`config.mk`:
```
export PLATFORM = sky130hd
export DESIGN_NAME = sts1_tx_scrambler
export DESIGN_NICKNAME = d
export VERILOG_FILES = /design/src/rtl/sts1_scr_pkg.sv /design/src/rtl/sts1_scr_ctrl.sv /design/src/rtl/sts1_scr_datapath.sv /design/src/rtl/sts1_tx_scrambler.sv
export SDC_FILE = /design/constraint.sdc
export NUM_CORES = 1
export LEC_CHECK = 0
export ABC_AREA = 1
export BUFFER_PORTS_ARGS = -buffer_cell sky130_fd_sc_hd__buf_4
export CAP_MARGIN = 20
export CORE_MARGIN = 5
export CORE_UTILIZATION = 35
export CTS_BUF_LIST = sky130_fd_sc_hd__clkbuf_16
export CTS_CLUSTER_DIAMETER = 60
export DETAILED_ROUTE_END_ITERATION = 6
export PLACE_DENSITY = 0.6
export SYNTH_ARGS = -nofsm -noshare
export SYNTH_HDL_FRONTEND = slang
export SYNTH_SLANG_ARGS = --single-unit
```
`constraint.sdc`:
```
create_clock -name clk -period 1.86 [get_ports clk]
set_input_delay 0.093 -clock clk [delete_from_list [all_inputs] [get_ports clk]]
set_output_delay 0.093 -clock clk [all_outputs]
set_load 0.02 [all_outputs]
```
`src/rtl/sts1_scr_pkg.sv`:
```
package sts1_scr_pkg;

  localparam int BYTE_W  = 8;
  // Scrambler x^7 + x^6 + 1: register length and inner tap
  localparam int SCR_LEN = 7;
  localparam int SCR_TAP = 6;

  typedef struct packed {
    logic take;       // a valid byte is present
    logic seed;       // restart keystream at this byte
    logic forceOnes;  // path AIS overwrite
    logic applyScr;   // XOR keystream into this byte
  } strobeT;

endpackage

```
`src/rtl/sts1_scr_ctrl.sv`:
```
module sts1_scr_ctrl
  import sts1_scr_pkg::*;
#(
  parameter int ROW_W   = 4,
  parameter int COL_W   = 7,
  parameter int OH_COLS = 3,
  parameter int PTR_ROW = 4
) (
  input  logic             clk,
  input  logic             rstN,
  input  logic             inValid,
  input  logic [ROW_W-1:0] inRow,
  input  logic [COL_W-1:0] inCol,
  input  logic             scrEn,
  input  logic             aisEn,
  output strobeT           strb
);

  localparam logic [COL_W-1:0] LAST_OH_COL = COL_W'(OH_COLS);
  localparam logic [COL_W-1:0] SEED_COL    = COL_W'(OH_COLS + 1);
  localparam logic [ROW_W-1:0] FIRST_ROW   = ROW_W'(1);
  localparam logic [ROW_W-1:0] PTR_ROW_V   = ROW_W'(PTR_ROW);

  logic inOhCols;
  logic skipHit;
  logic seedHit;
  logic aisHit;

  always_comb begin
    inOhCols = (inCol <= LAST_OH_COL);
    skipHit  = (inRow == FIRST_ROW) && inOhCols;
    seedHit  = (inRow == FIRST_ROW) && (inCol == SEED_COL);
    aisHit   = aisEn && (!inOhCols || (inRow == PTR_ROW_V));
  end

  always_comb begin
    strb.take      = inValid;
    strb.seed      = inValid && seedHit;
    strb.forceOnes = inValid && aisHit;
    strb.applyScr  = inValid && scrEn && !skipHit;
  end

  // the restart byte is never one of the unscrambled bytes
  p_seed_vs_skip_r2: assert property (@(posedge clk) disable iff (!rstN)
    $onehot0({seedHit, skipHit}));

  // framing and C1 bytes never get the AIS overwrite
  p_no_ais_on_framing_r3: assert property (@(posedge clk) disable iff (!rstN)
    skipHit |-> !aisHit);

endmodule

```
`src/rtl/sts1_scr_datapath.sv`:
```
module sts1_scr_datapath
  import sts1_scr_pkg::*;
#(
  parameter int ROW_W = 4,
  parameter int COL_W = 7
) (
  input  logic              clk,
  input  logic              rstN,
  input  strobeT            strb,
  input  logic [BYTE_W-1:0] inByte,
  input  logic [ROW_W-1:0]  inRow,
  input  logic [COL_W-1:0]  inCol,
  output logic              outValid,
  output logic [BYTE_W-1:0] outByte,
  output logic [ROW_W-1:0]  outRow,
  output logic [COL_W-1:0]  outCol
);

  logic [SCR_LEN-1:0] scrState;
  logic [SCR_LEN-1:0] walk;
  logic [SCR_LEN-1:0] endState;
  logic [BYTE_W-1:0]  mask;
  logic [BYTE_W-1:0]  preScr;
  logic [BYTE_W-1:0]  nextByte;

  // Walk the register BYTE_W steps; first bit out is the MSB
  always_comb begin
    walk = strb.seed ? {SCR_LEN{1'b1}} : scrState;
    for (int k = 0; k < BYTE_W; k++) begin
      mask[BYTE_W-1-k] = walk[SCR_LEN-1];
      walk = {walk[SCR_LEN-2:0], walk[SCR_LEN-1] ^ walk[SCR_TAP-1]};
    end
    endState = walk;
  end

  // AIS overwrite first, then scrambling
  always_comb begin
    preScr   = strb.forceOnes ? {BYTE_W{1'b1}} : inByte;
    nextByte = strb.applyScr ? (preScr ^ mask) : preScr;
  end

  always_ff @(posedge clk) begin
    if (!rstN) begin
      outValid <= 1'b0;
      outByte  <= '0;
      outRow   <= '0;
      outCol   <= '0;
      scrState <= {SCR_LEN{1'b1}};
    end else begin
      outValid <= strb.take;
      if (strb.take) begin
        outByte  <= nextByte;
        outRow   <= inRow;
        outCol   <= inCol;
        scrState <= endState;
      end
    end
  end

  // the scrambler position holds across idle cycles
  p_hold_when_idle_r7: assert property (@(posedge clk) disable iff (!rstN)
    !strb.take |=> $stable(scrState));

  // the restart byte receives the leading keystream byte 0xFE
  p_seed_byte_r2: assert property (@(posedge clk) disable iff (!rstN)
    (strb.seed && strb.applyScr && !strb.forceOnes)
      |=> outByte == ($past(inByte) ^ 8'hFE));

endmodule

```
`src/rtl/sts1_tx_scrambler.sv`:
```
module sts1_tx_scrambler
  import sts1_scr_pkg::*;
#(
  parameter int NUM_ROWS = 9,
  parameter int NUM_COLS = 90,
  parameter int OH_COLS  = 3,
  parameter int PTR_ROW  = 4,
  localparam int ROW_W   = $clog2(NUM_ROWS + 1),
  localparam int COL_W   = $clog2(NUM_COLS + 1)
) (
  input  logic              clk,
  input  logic              rstN,
  input  logic              inValid,
  input  logic [BYTE_W-1:0] inByte,
  input  logic [ROW_W-1:0]  inRow,
  input  logic [COL_W-1:0]  inCol,
  input  logic              scrEn,
  input  logic              aisEn,
  output logic              outValid,
  output logic [BYTE_W-1:0] outByte,
  output logic [ROW_W-1:0]  outRow,
  output logic [COL_W-1:0]  outCol
);

  strobeT strb;

  sts1_scr_ctrl #(
    .ROW_W(ROW_W), .COL_W(COL_W), .OH_COLS(OH_COLS), .PTR_ROW(PTR_ROW)
  ) u_ctrl (
    .clk(clk), .rstN(rstN), .inValid(inValid), .inRow(inRow),
    .inCol(inCol), .scrEn(scrEn), .aisEn(aisEn), .strb(strb)
  );

  sts1_scr_datapath #(
    .ROW_W(ROW_W), .COL_W(COL_W)
  ) u_dp (
    .clk(clk), .rstN(rstN), .strb(strb), .inByte(inByte),
    .inRow(inRow), .inCol(inCol), .outValid(outValid),
    .outByte(outByte), .outRow(outRow), .outCol(outCol)
  );

  // one-cycle latency on valid
  p_latency_r6: assert property (@(posedge clk) disable iff (!rstN)
    inValid |=> outValid);
  p_idle_r6: assert property (@(posedge clk) disable iff (!rstN)
    !inValid |=> !outValid);

  // transparent when neither function is on
  p_bypass_r4: assert property (@(posedge clk) disable iff (!rstN)
    (inValid && !scrEn && !aisEn) |=> outByte == $past(inByte));

  // framing and C1 bytes leave untouched
  p_framing_r3: assert property (@(posedge clk) disable iff (!rstN)
    (inValid && inRow == ROW_W'(1) && inCol <= COL_W'(OH_COLS))
      |=> outByte == $past(inByte));

  // unscrambled AIS payload is all ones
  p_ais_payload_r5: assert property (@(posedge clk) disable iff (!rstN)
    (inValid && aisEn && !scrEn && inCol > COL_W'(OH_COLS))
      |=> outByte == {BYTE_W{1'b1}});

endmodule

```
# Word level (Yosys, flattened, before mapping)
# Cells that the tools add are included.
[totals]
register_bits = 27
input_bits = 24
output_inout_bits = 20
word_cells = 31
[classes]
n_lt_le_gt_ge = 1
n_eq_ne = 3
mux = 3
bitwise = 9
reduce_logical = 10
[ops]
columns = ["op", "n"]
rows = [
  ["two-way mux 8 bit", 2],
  ["bitwise XOR 1 bit", 8],
  ["bitwise XOR 8 bit", 1],
  ["== test 7 x 3 -> 1 bit (second input constant)", 1],
  ["<= comparator 7 x 2 -> 1 bit (second input constant)", 1],
  ["logical AND 1 bit", 7],
  ["two-way mux 7 bit", 1],
  ["== test 4 x 1 -> 1 bit (second input constant)", 1],
  ["== test 4 x 3 -> 1 bit (second input constant)", 1],
  ["logical NOT 1 bit", 2],
  ["logical OR 1 bit", 1],
]

# Longest topological paths before layout
[logic_depth]
depth_word = 8
depth_mapped = 12
depth_no_buf = 12

# By module
# Synthesis repeated with hierarchy kept, for this count alone.
[hier_totals]
cells_unflattened = 200
hier_area_um2 = 1372.6
[modules_own_cells]
columns = ["module", "n_inst", "cells_each", "area_each_um2", "seq_area_each_um2"]
rows = [
  ["sts1_scr_datapath", 1, 174, 1258.7, 540.5],
  ["sts1_scr_ctrl", 1, 26, 113.9, 0.0],
]

# Worst setup path before layout
# No wires, ideal clock.
[synth_timing]
kind = "input port to flip-flop"
from = "input port inCol[6]"
to = "register u_dp.scrState[1]"
setup_time_ns = 0.121
t_arrival_ns = 0.887
required_ns = 1.739
slack_ns = 0.852
stages = 10
path_buffers = 0
cell_sequence = "nor2_2 > nand2_2 > nor2_4 > nand2_4 > nand2_1 > nand2_2 > nand2_2 > inv_2 > nor2_1 > o21ai_1"
[synth_between]
elab_chain_cells = 6
[synth_rtl]
columns = ["element", "line", "text"]
rows = [
  ["start, declared", "sts1_tx_scrambler.sv:16", "input logic [COL_W-1:0] inCol,"],
  ["== test 7 x 3 -> 1 bit *", "sts1_scr_ctrl.sv:32", "seedHit = (inRow == FIRST_ROW) && (inCol == SEED_COL);"],
  ["logical AND 1 bit *", "sts1_scr_ctrl.sv:32", ""],
  ["logical AND 1 bit *", "sts1_scr_ctrl.sv:38", "strb.seed = inValid && seedHit;"],
  ["two-way mux 7 bit *", "sts1_scr_datapath.sv:28", "walk = strb.seed ? {SCR_LEN{1'b1}} : scrState;"],
  ["bitwise XOR 1 bit", "sts1_scr_datapath.sv:31", "walk = {walk[SCR_LEN-2:0], walk[SCR_LEN-1] ^ walk[SCR_TAP-1]};"],
  ["bitwise XOR 1 bit *", "sts1_scr_datapath.sv:31", ""],
  ["end signal, assigned", "sts1_scr_datapath.sv:48", "scrState <= {SCR_LEN{1'b1}};"],
  ["end signal, assigned", "sts1_scr_datapath.sv:55", "scrState <= endState;"],
  ["end, declared", "sts1_scr_datapath.sv:19", "logic [SCR_LEN-1:0] scrState;"],
]
# Every way passes the cells marked *; elsewhere a longest branch is shown, timed or not.
# A chain may end at the register's enable or synchronous reset.

# Worst setup path after layout
[layout_timing]
from = "register u_dp.scrState[5]"
to = "register u_dp.scrState[0]"
[layout_between]
elab_chain_cells = 3
elab_cells_between_ends = 4
classes_between = "1 x mux; 3 x bitwise"
[layout_rtl]
columns = ["element", "line"]
rows = [
  ["two-way mux 7 bit *", "sts1_scr_datapath.sv:28"],
  ["bitwise XOR 1 bit", "sts1_scr_datapath.sv:31"],
  ["bitwise XOR 1 bit *", "sts1_scr_datapath.sv:31"],
]
# Marked as above.

==> results.md <==
- The flow ran to the end, and the final reports show no timing, DRC or antenna violations.
- The number of clock buffers added by TritonCTS is 3.
- The count of maximum capacitance violations is 0.
- The critical path data required time is 2.03 ns.
- The ratio of routed vias to standard cells is 4.615.
- The pin slew with the least headroom to its limit is 0.3212 ns.
- Sequential cells were found to cover 41.30% of the synthesized design area.
- In this run the standard cell core region covers 3633 um2.
- The upper clock frequency limit is 966.9 MHz.
- In this run, the number of DRC markers left after iteration 0 of detailed routing was 63.
- The post-CTS setup repair buffer count is 0.
- At the end of routability-driven placement, the weighted congestion stood at 0.7762.
- The leakage component of the power is 0.0008550 uW.
- Leaving out fill and tap cells, the most frequent cells in the layout are buf_4 (44), nand2_1 (29), dfxtp_1 (27), nor2_1 (25), o21ai_0 (23).
- The number of global-route vias before repair came to 1,179.
- The pin count of the biggest net entering global routing is 34.
- Setup violations remaining at the end of the flow were counted as 0.
- The kind of end point of the critical path is a flop.
- For this design the total switching power over the nets is 417.6 uW.
- The final layout contains routed wiring with a total length of 3215 um.
- Synthesis instantiated 22 different standard cells from the library.
- Synthesis produced 184 cells.
- The number of max-slew violations in the final report is 0.
- The fraction of synthesized area in multiplexers is 0%.
- The number of antenna violations at the first check in global routing is 0.
- The post-detailed-placement half-perimeter wirelength is 2327 um.
- The floorplan has 22 rows.
- Across all hold checks on the routed design, the worst slack comes to 0.06756 ns.
- In this run the power density over the cells is 844.3 nW/um2.
- The die outline area is 5062 um2.
- The total congestion overflow after global routing is 0.
- The synthesized netlist devotes 5.354% of its cell area to XOR and XNOR gates.
- The total number of vias is 1,260.
- The per-instance average area after synthesis is 7.113 um2.
- In this run the number of H-tree levels came out at 1.
- In this run the remaining antenna-violating nets after routing total 0.
- The number of cells on the worst hold path is 3.
- The yosys synthesis warning count is 0.
- The cell count of the worst reg-to-reg path is 7.
- The clock reaches the later pin of the worst-skew pair after 0.27 ns.
- Global routing consumed, over all layers together, 12.97% of the routing resources.
- The die boundary width is 71.15 um.
- The worst setup path category is flop to flop.
- Combinational cells account for 22.0% of the total power.
- The clock network fraction of design power is 34.3%.
- The fraction of the core area covered by cells at the end of the flow is 48.07%.
- Setup repair after global routing left no endpoint under its margin.
- The synthesized netlist devotes 19.89% of its cell area to compound gates.
- TritonCTS built the clock tree.
- The critical-path maximum fanout is 4.
- Clock-pin slew was measured on the worst setup and hold paths at 0.07 ns.
- For this design the top-level I/O count stands at 44.
- The initial standard-cell utilization of the core is 36.02%.
- The worst pin sits at a relative slew slack of 78.57%.
- After filler insertion, the fill cell instance count of the layout stands at 406.
- The final standard cell count with taps included and fillers excluded is 273.
- Across the VDD grid, the largest voltage drop is 0.3854 mV.
- From bottom edge to top edge, the die measures 71.15 um.
- The sink count of the clock tree is 27.
- Input and output buffers added on the ports amount to 43.
- After Yosys synthesis, and, or, nand and nor cells account for 25.33% of the synthesized area.
- Dividing the detail-routed wire length by the instance count gives 11.78 um.
- Data arrives at the worst endpoint at 1.20 ns.
- The switching power share of the total is 28.31%.
- The worst path in the final design needs a cycle of 1.034 ns, including I/O delays and setup.
- The dominant combinational cell family by area after synthesis is simple AND/OR/NAND/NOR gates.
- After detailed placement, the design holds a cell count of 269.
- Counting every net in the synthesized netlist gives 208.
- Once the clock tree was built, the resizer swapped 0 gates to a different size.
- The number of hold buffers added after CTS was 0.
- In the final layout, the share of cells above drive strength 1 is 26.67%.
- Leaving out fill and tap cells, the most frequent cell in the layout is buf_4.
- The clock passes through at most 2 buffers.
- STA classifies the critical path startpoint as a flop.
- The layout net count is 250.
- The first global-routing pass estimated 5299 um of wire.
- Relative to the synthesized area, the layout overhead comes to 33.46%.
- After detailed routing, the number of remaining DRC violations is 0.
- The number of hold violations in the final report is 0.
- The mapped cell area is 1309 um2.
- The number of diodes is 0.
- Of the total power, registers draw 43.7%.
- For the final routed database, the setup TNS stands at 0 ns.
- The root buffer selected by CTS is clkbuf_16.
- Dividing the final minimum period by the clock period gives 55.61%.
- The type of the worst min-delay path is primary input to flop.
- Of the total synthesized cell area, the portion taken by full adders, half adders and majority gates is 0%.
- The internal power of the cells totals 1057 uW.
- Counting flops and latches in the post-synthesis netlist gives 27.
- The number of iterations in the first detailed-routing pass is 4.
- For the final database, setup skew stands at 0.004956 ns.
layer usage:
layer / up-vias / global-route usage, % / wire length [um]
li1: 677 / - / -
met1: 549 / 17.07 / 1579
met2: 30 / 20.61 / 1388
met3: 4 / 1.989 / 174
met4: 0 / 6.263 / 72
met5: - / 0 / 0
through the flow:
stage	power [uW]	setup slack [ns]	cell area [um2]
final	1475	0.8257	1747
after global routing	1549	0.7097	1747
after CTS	1488	0.8279	1747
after detailed placement	982.4	0.5841	1664
after global placement	983.6	0.5764	1664
after floorplan	861.4	0.8523	1309
state kept, by name, indices dropped and copies added, names as in the netlist:
register / flops
u_dp.outCol: 7
u_dp.outByte: 8
u_dp.outRow: 4
u_dp.outValid: 1
u_dp.scrState: 7
final timing paths:
| check | end | slack [ns] | startpoint |
|---|---|---|---|
| worst max-delay path | u_dp.scrState[0] | 0.83 | u_dp.scrState[5] |
| worst min-delay path | u_dp.outCol[1] | 0.07 | inCol[1] |
| worst max register to register | u_dp.scrState[0] | 0.83 | u_dp.scrState[5] |
| worst min register to register | u_dp.scrState[0] | 0.48 | u_dp.scrState[0] |
synth_stat cells:
cell,instances,share of area [%]
a211oi_1,1,0.57
a21oi_1,19,7.3
buf_1,2,0.57
buf_2,1,0.38
buf_6,1,0.86
clkbuf_1,3,0.86
dfxtp_1,27,41
inv_1,18,5.2
inv_2,1,0.29
nand2_1,29,8.3
nand2_2,5,2.4
nand2_4,1,0.86
nand3_1,6,2.3
nand3b_1,1,0.57
nand4_1,2,0.96
nor2_1,25,7.2
nor2_2,4,1.9
nor2_4,1,0.86
o211ai_1,5,2.9
o21ai_0,23,8.8
o21ai_1,1,0.38
xnor2_1,8,5.4
kinds of logic after synthesis:
| kind of cell | after synthesis |
|---|---|
| buf+inv | 26 |
| flops | 27 |
| compound gates | 49 |
| simple gates | 74 |
| xor+xnor | 8 |
worst max-delay path: stages, from the launching register on:
cell	delay (ns)
dfxtp_1	0.31
inv_1	0.11
nand2_1	0.10
nand2_2	0.10
nand2_2	0.07
xnor2_1	0.13
nand2_1	0.07
nand2_1	0.05
power groups by stage:
stage | clock network (uW) | registers [uW] | logic (uW)
detailed placement | 0 | 658 | 324
global placement | 0 | 658 | 325
global route | 535 | 652 | 362
CTS | 516 | 645 | 328
finish | 505 | 645 | 324
floorplan | 0 | 697 | 165
area by class of cell:
type                            count  area (um2)  share of cell area (%)
Clock buffer                        3       75.07                   4.298
Clock inverter                      1       7.507                  0.4298
Inverter                           19       71.32                   4.083
Multi-Input combinational cell    131       661.9                   37.89
Sequential cell                    27       540.5                   30.95
Tap cell                           48       60.06                   3.438
Timing Repair Buffer               44       330.3                   18.91
(Power assumes the default switching activity.)
